File: src/rtl/gpio_port_pkg.sv
package gpio_port_pkg;
  localparam int unsigned ADDR_W = 3;
  typedef enum logic [ADDR_W-1:0] {
    REG_DATA  = 3'd0,
    REG_DIR   = 3'd1,
    REG_RDRV  = 3'd2,
    REG_PULL  = 3'd3,
    REG_POL   = 3'd4,
    REG_IRQEN = 3'd5,
    REG_FLAG  = 3'd6
  } reg_addr_e;
endpackage

File: src/rtl/gpio_cfg_regs.sv
module gpio_cfg_regs
  import gpio_port_pkg::*;
#(
  parameter int unsigned N_PINS  = 8,
  parameter bit          HAS_POL = 1'b1,
  parameter bit          HAS_IRQ = 1'b1
) (
  input  logic              clk_i,
  input  logic              rst_ni,
  input  logic              wr_i,
  input  logic [ADDR_W-1:0] addr_i,
  input  logic [N_PINS-1:0] wdata_i,
  output logic [N_PINS-1:0] out_q_o,
  output logic [N_PINS-1:0] dir_q_o,
  output logic [N_PINS-1:0] rdrv_q_o,
  output logic [N_PINS-1:0] pull_q_o,
  output logic [N_PINS-1:0] pol_q_o,
  output logic [N_PINS-1:0] ie_q_o
);
  always_ff @(posedge clk_i or negedge rst_ni) begin
    if (!rst_ni) begin
      out_q_o  <= '0;
      dir_q_o  <= '0;
      rdrv_q_o <= '0;
      pull_q_o <= '0;
    end else if (wr_i) begin
      case (addr_i)
        REG_DATA: out_q_o  <= wdata_i;
        REG_DIR:  dir_q_o  <= wdata_i;
        REG_RDRV: rdrv_q_o <= wdata_i;
        REG_PULL: pull_q_o <= wdata_i;
        default: ;
      endcase
    end
  end

  generate
    if (HAS_POL) begin : g_pol
      always_ff @(posedge clk_i or negedge rst_ni) begin
        if (!rst_ni)                        pol_q_o <= '0;
        else if (wr_i && addr_i == REG_POL) pol_q_o <= wdata_i;
      end
    end else begin : g_no_pol
      assign pol_q_o = '0;
    end

    if (HAS_IRQ) begin : g_ie
      always_ff @(posedge clk_i or negedge rst_ni) begin
        if (!rst_ni)                          ie_q_o <= '0;
        else if (wr_i && addr_i == REG_IRQEN) ie_q_o <= wdata_i;
      end
    end else begin : g_no_ie
      assign ie_q_o = '0;
    end
  endgenerate
endmodule

File: src/rtl/gpio_in_sync.sv
module gpio_in_sync #(
  parameter int unsigned N_PINS = 8,
  parameter int unsigned STAGES = 2
) (
  input  logic              clk_i,
  input  logic              rst_ni,
  input  logic [N_PINS-1:0] pad_i,
  output logic [N_PINS-1:0] sync_o,
  output logic [N_PINS-1:0] prev_o
);
  logic [STAGES-1:0][N_PINS-1:0] pipe_q;

  generate
    for (genvar s = 0; s < STAGES; s++) begin : g_stage
      always_ff @(posedge clk_i or negedge rst_ni) begin
        if (!rst_ni) pipe_q[s] <= '0;
        else         pipe_q[s] <= (s == 0) ? pad_i : pipe_q[(s == 0) ? 0 : s-1];
      end
    end
  endgenerate

  always_ff @(posedge clk_i or negedge rst_ni) begin
    if (!rst_ni) prev_o <= '0;
    else         prev_o <= pipe_q[STAGES-1];
  end

  assign sync_o = pipe_q[STAGES-1];
endmodule

File: src/rtl/gpio_edge_flags.sv
module gpio_edge_flags #(
  parameter int unsigned N_PINS = 8
) (
  input  logic              clk_i,
  input  logic              rst_ni,
  input  logic [N_PINS-1:0] sync_i,
  input  logic [N_PINS-1:0] prev_i,
  input  logic [N_PINS-1:0] pol_i,
  input  logic [N_PINS-1:0] ie_i,
  input  logic [N_PINS-1:0] clr_i,
  output logic [N_PINS-1:0] flag_o,
  output logic              irq_o
);
  logic [N_PINS-1:0] rise, fall, hit;

  assign rise = sync_i & ~prev_i;
  assign fall = ~sync_i & prev_i;
  // pol=1 selects rising, pol=0 falling
  assign hit  = ie_i & ((pol_i & rise) | (~pol_i & fall));

  // a new edge wins over a same-cycle clear
  always_ff @(posedge clk_i or negedge rst_ni) begin
    if (!rst_ni) flag_o <= '0;
    else         flag_o <= (flag_o & ~clr_i) | hit;
  end

  assign irq_o = |(flag_o & ie_i);
endmodule

File: src/rtl/gpio_edge_port.sv
module gpio_edge_port
  import gpio_port_pkg::*;
#(
  parameter int unsigned N_PINS  = 8,
  parameter bit          HAS_POL = 1'b1,
  parameter bit          HAS_IRQ = 1'b1
) (
  input  logic              clk_i,
  input  logic              rst_ni,
  input  logic              req_i,
  input  logic              we_i,
  input  logic [ADDR_W-1:0] addr_i,
  input  logic [N_PINS-1:0] wdata_i,
  output logic [N_PINS-1:0] rdata_o,
  input  logic [N_PINS-1:0] pad_i,
  output logic [N_PINS-1:0] pad_oe_o,
  output logic [N_PINS-1:0] pad_out_o,
  output logic [N_PINS-1:0] pad_rdrv_o,
  output logic [N_PINS-1:0] pad_pu_o,
  output logic [N_PINS-1:0] pad_pd_o,
  output logic              irq_o
);
  logic              wr, rd;
  logic [N_PINS-1:0] out_q, dir_q, rdrv_q, pull_q, pol_q, ie_q;
  logic [N_PINS-1:0] sync_v, prev_v, flag_q, clr_v, rd_mux;

  assign wr = req_i & we_i;
  assign rd = req_i & ~we_i;

  gpio_cfg_regs #(.N_PINS(N_PINS), .HAS_POL(HAS_POL), .HAS_IRQ(HAS_IRQ)) u_cfg (
    .clk_i, .rst_ni, .wr_i(wr), .addr_i, .wdata_i,
    .out_q_o(out_q), .dir_q_o(dir_q), .rdrv_q_o(rdrv_q),
    .pull_q_o(pull_q), .pol_q_o(pol_q), .ie_q_o(ie_q)
  );

  gpio_in_sync #(.N_PINS(N_PINS), .STAGES(2)) u_sync (
    .clk_i, .rst_ni, .pad_i, .sync_o(sync_v), .prev_o(prev_v)
  );

  assign clr_v = (wr && addr_i == REG_FLAG) ? wdata_i : '0;

  gpio_edge_flags #(.N_PINS(N_PINS)) u_flags (
    .clk_i, .rst_ni, .sync_i(sync_v), .prev_i(prev_v), .pol_i(pol_q),
    .ie_i(ie_q), .clr_i(clr_v), .flag_o(flag_q), .irq_o
  );

  // pad control
  assign pad_oe_o   = dir_q;
  assign pad_out_o  = out_q;
  assign pad_rdrv_o = dir_q & rdrv_q;
  assign pad_pu_o   = ~dir_q & pull_q & ~pol_q;
  assign pad_pd_o   = ~dir_q & pull_q & pol_q;

  always_comb begin
    case (addr_i)
      REG_DATA:  rd_mux = (dir_q & out_q) | (~dir_q & sync_v);
      REG_DIR:   rd_mux = dir_q;
      REG_RDRV:  rd_mux = rdrv_q;
      REG_PULL:  rd_mux = pull_q;
      REG_POL:   rd_mux = pol_q;
      REG_IRQEN: rd_mux = ie_q;
      REG_FLAG:  rd_mux = flag_q;
      default:   rd_mux = '0;
    endcase
  end

  always_ff @(posedge clk_i or negedge rst_ni) begin
    if (!rst_ni)  rdata_o <= '0;
    else if (rd)  rdata_o <= rd_mux;
  end
endmodule

File: config.mk
export PLATFORM = sky130hd
export DESIGN_NAME = gpio_edge_port
export DESIGN_NICKNAME = d
export VERILOG_FILES = /design/src/rtl/gpio_port_pkg.sv /design/src/rtl/gpio_cfg_regs.sv /design/src/rtl/gpio_in_sync.sv /design/src/rtl/gpio_edge_flags.sv /design/src/rtl/gpio_edge_port.sv
export SDC_FILE = /design/constraint.sdc
export NUM_CORES = 1
export LEC_CHECK = 0
export BUFFER_PORTS_ARGS = -buffer_cell sky130_fd_sc_hd__buf_2
export CAP_MARGIN = 20
export CELL_PAD_IN_SITES_DETAIL_PLACEMENT = 1
export CELL_PAD_IN_SITES_GLOBAL_PLACEMENT = 1
export CORE_MARGIN = 3
export CORE_UTILIZATION = 30
export DETAILED_ROUTE_END_ITERATION = 16
export GPL_TIMING_DRIVEN = 0
export PLACE_DENSITY_LB_ADDON = 0.1
export SLEW_MARGIN = 20
export SYNTH_ARGS = -nofsm -noshare
export SYNTH_HDL_FRONTEND = slang
export SYNTH_SLANG_ARGS = --single-unit
File: constraint.sdc
create_clock -name clk_i -period 2.9 [get_ports clk_i]
set_clock_uncertainty 0.15 [all_clocks]
set_input_delay 0.435 -clock clk_i [delete_from_list [all_inputs] [get_ports clk_i]]
set_output_delay 0.435 -clock clk_i [all_outputs]
set_load 0.01 [all_outputs]
; ---- After elaboration in Yosys (flattened, before gate mapping)
; Index checks and enable logic that the tools add are counted.
[word_totals]
register_bits = 88
output_inout_bits = 49
word_cells = 52
in_bits = 23
[classes]
n_mux = 2
n_bitwise = 24
n_eq_ne = 6
n_reduce_logical = 9
[ops]
columns = op, n
row1 = 8-bit bitwise AND, 13
row2 = 8-bit case mux with 7 select lines, 1
row3 = 8-bit NOT, 5
row4 = 8-bit bitwise OR, 3
row5 = 3-bit equality test (second input constant), 3
row6 = 8-bit two-way mux, 1
row7 = 2-bit AND reduction, 4
row8 = 8-bit OR reduction, 1
row9 = 3-bit by 2-bit equality test with 1-bit output (second input constant), 2
row10 = 3-bit by 1-bit equality test with 1-bit output (second input constant), 1
row11 = 1-bit logical AND, 3
row12 = 3-bit logical NOT, 1
row13 = 1-bit bitwise AND, 2
row14 = 1-bit NOT, 1

; ---- Longest topological paths before layout
; Gate-level depths: netlist of run 1.
[logic_depth]
word_depth = 6
ltp_mapped = 7
ltp_nobuf = 4

; ---- Hierarchy
; A second synthesis of run 1 with hierarchy kept.
[unflattened]
cells_unflattened = 321
hier_area_um2 = 4131.5
[by_module_without_submodules]
columns = mod, seq_area_each_um2, cells_per_inst, area_each_um2, n_inst
row1 = gpio_cfg_regs, 1201.2, 105, 1860.5, 1
row2 = gpio_edge_port, 200.2, 139, 1123.6, 1
row3 = gpio_in_sync, 600.6, 32, 660.6, 1
row4 = gpio_edge_flags, 200.2, 45, 486.7, 1

; ---- Worst setup path before layout of run 1
; OpenSTA, ideal clock, no wires.
[synth_timing]
path_type = input-to-reg
from = in addr_i[2]
to = reg rdata_o[5]
setup_slack_ns = 1.143
stages = 6
setup_time_ns = 0.128
path_buffers = 2
required_ns = 2.622
arrival_time_ns = 1.480
cell_sequence = buf_6 -> buf_8 -> mux2_4 -> a22o_1 -> a222oi_1 -> nand2_1
[synth_via]
elab_chain_cells = 2
word_cells_on_any_way = 8
cone_classes = eq/ne: 6 / mux: 1 / reduce/logical: 1
[synth_rtl]
columns = element, line
row1 = from (decl), gpio_edge_port.sv:12  ; input logic [ADDR_W-1:0] addr_i,
row2 = 3-bit equality test (tied with other cells), gpio_edge_port.sv:55  ; case (addr_i)
row3 = 8-bit case mux with 7 select lines (*), gpio_edge_port.sv:55
row4 = to (signal assigned), gpio_edge_port.sv:69  ; else if (rd) rdata_o <= rd_mux;
row5 = to (decl), gpio_edge_port.sv:14  ; output logic [N_PINS-1:0] rdata_o,
; Mark *: on every way between the ends. The rest lies on a longest branch, timed or not.
; A chain may end at the register's enable or synchronous reset.

; ---- Worst setup path in the final report of run 1
[layout_timing]
from = reg u_cfg.ie_q_o[6]
to = out irq_o
[layout_via]
elab_chain_cells = 2
[layout_rtl]
columns = element, line
row1 = from (decl), gpio_cfg_regs.sv:18  ; output logic [N_PINS-1:0] ie_q_o
row2 = from (signal assigned), gpio_cfg_regs.sv:50  ; else if (wr_i && addr_i == REG_IRQEN) ie_q_o <= wdata_i;
row3 = 8-bit bitwise AND, gpio_edge_flags.sv:27  ; assign irq_o = |(flag_o & ie_i);
row4 = 8-bit OR reduction, gpio_edge_flags.sv:27
row5 = to (decl), gpio_edge_port.sv:21  ; output logic irq_o
; No other way between the ends.

==> results of run 1 <==
cells by family (layout without fill, tap and decap cells):
| family | after synthesis | count (layout) | synth area share (%) |
|---|---|---|---|
| and+or+nand+nor | 96 | 96 | 13.02 |
| DFF | 88 | 88 | 55.87 |
| muxes | 71 | 71 | 19.87 |
| AOI/OAI and AO/OA | 48 | 48 | 9.112 |
| buffers and inverters | 14 | 101 | 2.127 |
registers in the layout, summed over array words and instances (netlist names):
register	flops
rdata_o	8
u_flags.flag_o	8
u_cfg.rdrv_q_o	8
u_cfg.out_q_o	8
u_sync.pipe_q	8
u_cfg.dir_q_o	8
u_cfg.ie_q_o	8
u_cfg.pull_q_o	8
u_sync.sync_o	8
u_cfg.pol_q_o	8
u_sync.prev_o	8
stage by stage:
step	hold slack, ns	area, µm²
after floorplan	-0.01059	3941
after global placement	0.1833	4502
after detailed placement	0.1864	4536
after CTS	0.02606	4882
after global routing	0.03277	4882
final	0.04479	4882
cell usage in the layout (no fill, tap or decap), types with 2 or more instances in the layout:
| cell | n |
|---|---|
| sky130_fd_sc_hd__a22oi_1 | 4 |
| sky130_fd_sc_hd__clkinv_2 | 2 |
| sky130_fd_sc_hd__nor3_1 | 3 |
| sky130_fd_sc_hd__nor2b_1 | 2 |
| sky130_fd_sc_hd__nor2_2 | 4 |
| sky130_fd_sc_hd__a31oi_1 | 2 |
| sky130_fd_sc_hd__inv_1 | 2 |
| sky130_fd_sc_hd__o21ai_0 | 10 |
| sky130_fd_sc_hd__bufinv_16 | 3 |
| sky130_fd_sc_hd__mux2i_1 | 16 |
| sky130_fd_sc_hd__clkbuf_16 | 9 |
| sky130_fd_sc_hd__mux2_2 | 54 |
| sky130_fd_sc_hd__and3b_1 | 7 |
| sky130_fd_sc_hd__and2_1 | 8 |
| sky130_fd_sc_hd__a222oi_1 | 5 |
| sky130_fd_sc_hd__nor2_1 | 14 |
| sky130_fd_sc_hd__a22o_1 | 13 |
| sky130_fd_sc_hd__clkbuf_1 | 5 |
| sky130_fd_sc_hd__nor3b_1 | 8 |
| sky130_fd_sc_hd__buf_2 | 72 |
| sky130_fd_sc_hd__nand2b_1 | 4 |
| sky130_fd_sc_hd__dfrtp_1 | 88 |
| sky130_fd_sc_hd__nand2_1 | 38 |
| sky130_fd_sc_hd__o22ai_1 | 6 |
| sky130_fd_sc_hd__buf_6 | 3 |
worst max-delay path, stage by stage, from the launching register on:
cell	delay, ns
sky130_fd_sc_hd__dfrtp_1	0.42
sky130_fd_sc_hd__a22oi_1	0.24
sky130_fd_sc_hd__nand4_1	0.20
sky130_fd_sc_hd__buf_2	0.19
metal layers:
layer  track usage [%]  vias to the layer above
li1                  -                     1325
met1             22.23                     1490
met5                 0                        -
met4             5.524                        0
met2             25.39                       64
met3             2.947                       10
synth_stat cells:
| cell | number |
|---|---|
| sky130_fd_sc_hd__dfrtp_1 | 88 |
| sky130_fd_sc_hd__mux2_2 | 54 |
| sky130_fd_sc_hd__nand2_1 | 38 |
| sky130_fd_sc_hd__mux2i_1 | 16 |
| sky130_fd_sc_hd__nor2_1 | 14 |
| sky130_fd_sc_hd__a22o_1 | 13 |
| sky130_fd_sc_hd__o21ai_0 | 10 |
| sky130_fd_sc_hd__and2_1 | 8 |
| sky130_fd_sc_hd__nor3b_1 | 8 |
| sky130_fd_sc_hd__and3b_1 | 7 |
| sky130_fd_sc_hd__o22ai_1 | 6 |
| sky130_fd_sc_hd__a222oi_1 | 5 |
| sky130_fd_sc_hd__a22oi_1 | 4 |
| sky130_fd_sc_hd__buf_2 | 4 |
| sky130_fd_sc_hd__clkbuf_1 | 4 |
| sky130_fd_sc_hd__nand2b_1 | 4 |
| sky130_fd_sc_hd__nor2_2 | 4 |
| sky130_fd_sc_hd__nor3_1 | 3 |
| sky130_fd_sc_hd__a31oi_1 | 2 |
| sky130_fd_sc_hd__buf_6 | 2 |
| sky130_fd_sc_hd__inv_1 | 2 |
| sky130_fd_sc_hd__nor2b_1 | 2 |
| sky130_fd_sc_hd__a211o_1 | 1 |
| sky130_fd_sc_hd__a21oi_1 | 1 |
| sky130_fd_sc_hd__a221o_1 | 1 |
| sky130_fd_sc_hd__a221oi_1 | 1 |
| sky130_fd_sc_hd__a2bb2oi_1 | 1 |
| sky130_fd_sc_hd__and3_1 | 1 |
| sky130_fd_sc_hd__and4b_1 | 1 |
| sky130_fd_sc_hd__buf_8 | 1 |
| sky130_fd_sc_hd__clkinv_1 | 1 |
| sky130_fd_sc_hd__mux2_4 | 1 |
| sky130_fd_sc_hd__nand3_1 | 1 |
| sky130_fd_sc_hd__nand3b_4 | 1 |
| sky130_fd_sc_hd__nand4_1 | 1 |
| sky130_fd_sc_hd__nor4b_1 | 1 |
| sky130_fd_sc_hd__o211ai_1 | 1 |
| sky130_fd_sc_hd__o21a_1 | 1 |
| sky130_fd_sc_hd__o22a_1 | 1 |
| sky130_fd_sc_hd__or2_2 | 1 |
| sky130_fd_sc_hd__or3_1 | 1 |
report_power, final:
group          switching [µW]  total (µW)  internal [µW]
logic                     340         756            416
clock network             481        1320            839
registers                 250        1710           1460
total                    1070        3790           2720
final cells by class:
cell class / instances / area, µm² / share of cell area [%]
Buffer: 11 / 72.57 / 1.486
Clock buffer: 10 / 229.0 / 4.690
Clock inverter: 6 / 107.6 / 2.204
Inverter: 3 / 11.26 / 0.2307
Multi-Input combinational cell: 215 / 1655 / 33.91
Sequential cell: 88 / 2202 / 45.11
Tap cell: 172 / 215.2 / 4.408
Timing Repair Buffer: 71 / 389.1 / 7.970
how the worst min path moves through the flow:
stage                          startpoint                         end  slack (ns)  cells after the start
2_1_floorplan                      rst_ni      rdata_o[0]$_DFFE_PN0P_       -0.01                      0
3_3_place_gp   u_sync.pipe_q[1]$_DFF_PN0_  u_sync.sync_o[1]$_DFF_PN0_        0.18                      0
3_5_place_dp   u_sync.pipe_q[6]$_DFF_PN0_  u_sync.sync_o[6]$_DFF_PN0_        0.19                      0
4_1_cts                          pad_i[2]  u_sync.pipe_q[2]$_DFF_PN0_        0.03                      1
5_1_grt                          pad_i[3]  u_sync.pipe_q[3]$_DFF_PN0_        0.03                      1
6_report                         pad_i[4]  u_sync.pipe_q[4]$_DFF_PN0_        0.04                      1
==> results.py, run 1 <==
metrics = {
    "status": {
        "outcome": "complete, no violations",
    },
    "setup_path": {
        "r2r_start": "u_cfg.dir_q_o[5]$_DFFE_PN0P_",
        "critical_path_arrival_ns": 1.38,
        "cp-start-kind": "flop",
        "crit_path_end_kind": "primary output",
        "worstRegToRegCells": 4,
        "critical_path_destination": "irq_o",
        "worstSetupPathType": "reg -> out",
        "r2r_path_end": "rdata_o[5]$_DFFE_PN0P_",
        "timing.reg2reg.setup_slack_ns": 1.30,
        "startpoint": "u_cfg.ie_q_o[6]$_DFFE_PN0P_",
        "worst-endpoint-required_ns": 2.32,
        "cp_max_fo": 4,
    },
    "yosys": {
        "synthesis.yosys.warnings": 0,
        "synthTopCellsByArea": "sky130_fd_sc_hd__dfrtp_1 56%, sky130_fd_sc_hd__mux2_2 15%, sky130_fd_sc_hd__mux2i_1 4.1%",
        "synth_seq_cells": 88,
        "netlist.area_leader.share_pct": 55.87,
        "synth_area_um2": 3941,
        "synth_largest_area_cell": "sky130_fd_sc_hd__dfrtp_1",
        "synthCells": 317,
        "synthDistinctLibCells": 41,
        "synth.net_count": 340,
        "synth_sequential_area_ratio_pct": 55.87,
        "synth.avg_cell_area_um2": 12.43,
    },
    "clock_network": {
        "cts.repair.resized": 0,
        "insertion_delay_ns": 0.34,
        "path_clk_slew_ns": 0.06,
        "clock_sinks": 88,
        "cts_inserted_buffers": 9,
        "cts.path.max_buffers": 2,
        "cts_hold_buffers": 1,
        "post_cts_buffers": 0,
        "cts.htree.levels": 3,
        "clk_root_buffer_cell": "sky130_fd_sc_hd__clkbuf_16",
        "cts_tree": "yes",
    },
    "placement": {
        "numPortBuffers": 69,
        "hpwl_mm": 7.608,
        "pre_cts_ws_ns": 0.5646,
        "gpl.final_weighted_congestion": 0.7557,
        "place_inst": 559,
    },
    "floorplanning": {
        "chipHeight_um": 120.6,
        "rows": 41,
        "dieArea_um2": 14550,
        "initial_core_utilization_pct": 30.98,
        "io_pins": 72,
        "core-area_um2": 12720,
        "dieWidth_um": 120.6,
    },
    "finish": {
        "final_core_utilization_pct": 38.38,
        "nets": 422,
        "antenna_cells_inserted": 0,
        "fill_cells": 1435,
        "fraction_of_layout_instances_using_a_drive_strength_above_1_pct": 37.87,
        "post_layout_nonfiller_instances": 576,
        "layout-area-overhead-vs-synth_pct": 23.87,
    },
    "grt": {
        "grt_antenna_before_repair": 0,
        "grt_util_all_layers_pct": 16.07,
        "first_global_vias": 2988,
        "grt_start_max_net_pins": 51,
        "global_route_wire_length_before_repair_mm": 17.46,
        "grt.overflow.total": 0,
    },
    "drt": {
        "post_drt_wl_per_cell_um": 19.26,
        "detailedRoute.firstPassIterationCount": 4,
        "postRouteAntennaNets": 0,
        "m1WireLength_mm": 5.148,
        "route.final.wire_length_mm": 11.09,
        "viasPerCell": 5.016,
        "drtIter0Drc": 122,
        "route.top_layer_used": "met4",
        "routed-via-count": 2889,
        "met3WireLength_um": 488,
        "drc": 0,
        "met2_wirelength_mm": 5.290,
    },
    "power": {
        "leakagePower_uw": 0.002281,
        "ir_drop_mv": 0.3095,
        "power_density_nw_per_um2": 775.6,
        "finalPower_uw": 3787,
    },
    "timing": {
        "slew_viol_final": 0,
        "hold_viol_final": 0,
        "achievable-frequency_mhz": 508.1,
        "setup_tns_ns": 0,
        "rsz0062_at_grt": "no",
        "tightest_slew_ns": 0.8699,
        "layout_min_cycle_time_ns": 1.968,
        "final.period_utilization_pct": 67.87,
        "max_slew_margin_pct": 41.79,
        "postLayoutSetupSlackWorst_ns": 0.9319,
        "finalSetupViolations": 0,
    },
    "hold_path": {
        "hold_path.class": "in -> reg",
    },
    "job": {
        "count_of_max_cap_constraint_violations": 0,
    },
}
Power figures use the tool's default switching activity.
==> run 2, diff against run 1 <==
==> constraint.sdc (replaced) <==
create_clock -name clk_i -period 2 [get_ports clk_i]
set_clock_uncertainty 0.15 [all_clocks]
set_input_delay 0.3 -clock clk_i [delete_from_list [all_inputs] [get_ports clk_i]]
set_output_delay 0.3 -clock clk_i [all_outputs]
set_load 0.01 [all_outputs]
==> results.py, run 2 (same netlist as run 1, synthesis figures left out) <==
metrics = {
    "timing": {
        "max_slew_margin_pct": 44.55,
        "slew_viol_final": 0,
        "final.period_utilization_pct": 90.80,
        "rsz0062_at_grt": "no",
        "achievable-frequency_mhz": 550.7,
        "hold_viol_final": 0,
        "postLayoutSetupSlackWorst_ns": 0.1841,
        "layout_min_cycle_time_ns": 1.816,
        "tightest_slew_ns": 0.8286,
        "final.hold.worst_slack_ns": 0.1284,
        "finalSetupViolations": 0,
    },
    "drt": {
        "route.final.wire_length_mm": 11.12,
        "postRouteAntennaNets": 0,
        "detailedRoute.firstPassIterationCount": 4,
        "viasPerCell": 4.969,
        "route.top_layer_used": "met4",
        "routed-via-count": 2902,
        "met2_wirelength_mm": 5.294,
        "drtIter0Drc": 122,
        "m1WireLength_mm": 5.185,
        "met3WireLength_um": 472,
        "drc": 0,
        "post_drt_wl_per_cell_um": 19.04,
    },
    "power": {
        "p_seq_share_pct": 45.1,
        "ir_drop_mv": 0.4500,
        "leakagePower_uw": 0.002314,
        "power_report.internal_total_uw": 3948,
        "power.share.combinational_pct": 20.1,
        "pwr-share-clk_pct": 34.8,
        "netsw_uw": 1558,
        "switching_share_pct": 28.30,
        "power_density_nw_per_um2": 1110,
    },
    "finish": {
        "layout-area-overhead-vs-synth_pct": 25.90,
        "nets": 430,
        "most_used_cells_in_the_layout_excluding_fill_and_tap_cells": "88 x sky130_fd_sc_hd__dfrtp_1, 72 x sky130_fd_sc_hd__buf_2, 54 x sky130_fd_sc_hd__mux2_2, 38 x sky130_fd_sc_hd__nand2_1, 16 x sky130_fd_sc_hd__mux2i_1",
        "final_common_cell": "sky130_fd_sc_hd__dfrtp_1",
        "post_layout_nonfiller_instances": 584,
        "fraction_of_layout_instances_using_a_drive_strength_above_1_pct": 37.14,
        "fill_cells": 1434,
        "antenna_cells_inserted": 0,
        "final_core_utilization_pct": 39.00,
        "area_taken_by_multi_input_logic_gates_um2": 1655,
        "layout.area.seq_um2": 2202,
    },
    "clock_network": {
        "cts.repair.resized": 0,
        "cts_inserted_buffers": 9,
        "clock_sinks": 88,
        "clk_root_buffer_cell": "sky130_fd_sc_hd__clkbuf_16",
        "path_clk_slew_ns": 0.06,
        "cts.htree.levels": 3,
        "post_cts_buffers": 0,
        "cts.path.max_buffers": 2,
        "insertion_delay_ns": 0.34,
        "cts_tree": "yes",
        "cts_hold_buffers": 9,
    },
    "setup_path": {
        "worst-endpoint-required_ns": 1.55,
        "cp_max_fo": 4,
        "crit_path_end_kind": "primary output",
        "slowest_library_cell_on_the_worst_path": "sky130_fd_sc_hd__dfrtp_1",
        "critical_path_arrival_ns": 1.37,
        "cp-start-kind": "flop",
        "timing.critical_path.slowest_cell_delay_ns": 0.42,
        "worstRegToRegCells": 4,
        "timing.critical_path.cells": "a22oi_1, nand4_1, buf_2",
        "critical_path_cell_count": 3,
        "worstSetupPathType": "reg -> out",
        "critical_path_s_top_delay_family": "flip-flops",
        "cp_num_buf_inv": 1,
    },
    "grt": {
        "first_global_vias": 3001,
        "grt.overflow.total": 0,
        "grt_antenna_before_repair": 0,
        "grt_util_all_layers_pct": 16.11,
        "grt_start_max_net_pins": 51,
        "global_route_wire_length_before_repair_mm": 17.53,
    },
    "floorplanning": {
        "initial_core_utilization_pct": 30.98,
        "core-area_um2": 12720,
        "dieWidth_um": 120.6,
        "chipHeight_um": 120.6,
        "io_pins": 72,
        "rows": 41,
        "dieArea_um2": 14550,
    },
    "job": {
        "count_of_max_cap_constraint_violations": 0,
    },
    "placement": {
        "gpl.final_weighted_congestion": 0.7557,
        "numPortBuffers": 69,
        "hpwl_mm": 7.608,
        "pre_cts_ws_ns": -0.2004,
        "place_inst": 559,
    },
    "hold_path": {
        "hold_path.class": "in -> reg",
        "hold_path_depth": 3,
    },
    "status": {
        "outcome": "complete, no violations",
    },
}
-- run 2: area by class of cell --
cell class | instances | share of cell area, %
Buffer | 11 | 1.462
Clock buffer | 10 | 4.614
Clock inverter | 6 | 2.168
Inverter | 3 | 0.2269
Multi-Input combinational cell | 215 | 33.36
Sequential cell | 88 | 44.38
Tap cell | 172 | 4.337
Timing Repair Buffer | 79 | 9.455
-- run 2: final timing paths --
path	from	end	slack, ns
setup / recovery	u_cfg.ie_q_o[6]$_DFFE_PN0P_	irq_o	0.18
hold / removal	wdata_i[6]	u_cfg.dir_q_o[6]$_DFFE_PN0P_	0.13
setup reg to reg	u_cfg.dir_q_o[5]$_DFFE_PN0P_	rdata_o[5]$_DFFE_PN0P_	0.40
hold reg to reg	u_sync.pipe_q[6]$_DFF_PN0_	u_sync.sync_o[6]$_DFF_PN0_	0.20
max in group asynchronous	rst_ni	u_cfg.rdrv_q_o[0]$_DFFE_PN0P_	0.83
min in group asynchronous	rst_ni	u_cfg.out_q_o[6]$_DFFE_PN0P_	0.30
-- run 2: worst register-to-register path, cell delays in order (launching register included) --
cell                       delay [ns]
sky130_fd_sc_hd__dfrtp_1         0.47
sky130_fd_sc_hd__mux2_4          0.30
sky130_fd_sc_hd__a22o_1          0.18
sky130_fd_sc_hd__a222oi_1        0.30
sky130_fd_sc_hd__nand2_1         0.08
-- run 2: power by group through the flow --
stage	registers, µW	clock network (µW)	logic (µW)
after CTS	2490	1980	1130
final	2480	1920	1110
after detailed placement	2520	0	1110
after global routing	2540	2050	1230
after global placement	2510	0	1090
after floorplan	2440	0	670
-- run 2: per-layer routing --
metal | vias up | global-route usage [%]
met5 | - | 0
met4 | 0 | 5.524
met3 | 10 | 2.947
met2 | 60 | 25.46
met1 | 1493 | 22.29
li1 | 1339 | -
-- run 2: through the flow --
stage | instance area [µm²] | power [µW] | TNS, ns
global route | 4962 | 5822 | 0
detailed placement | 4536 | 3639 | -1.382
global placement | 4502 | 3593 | -39.51
finish | 4962 | 5506 | 0
floorplan | 3941 | 3112 | 0
CTS | 4962 | 5610 | 0
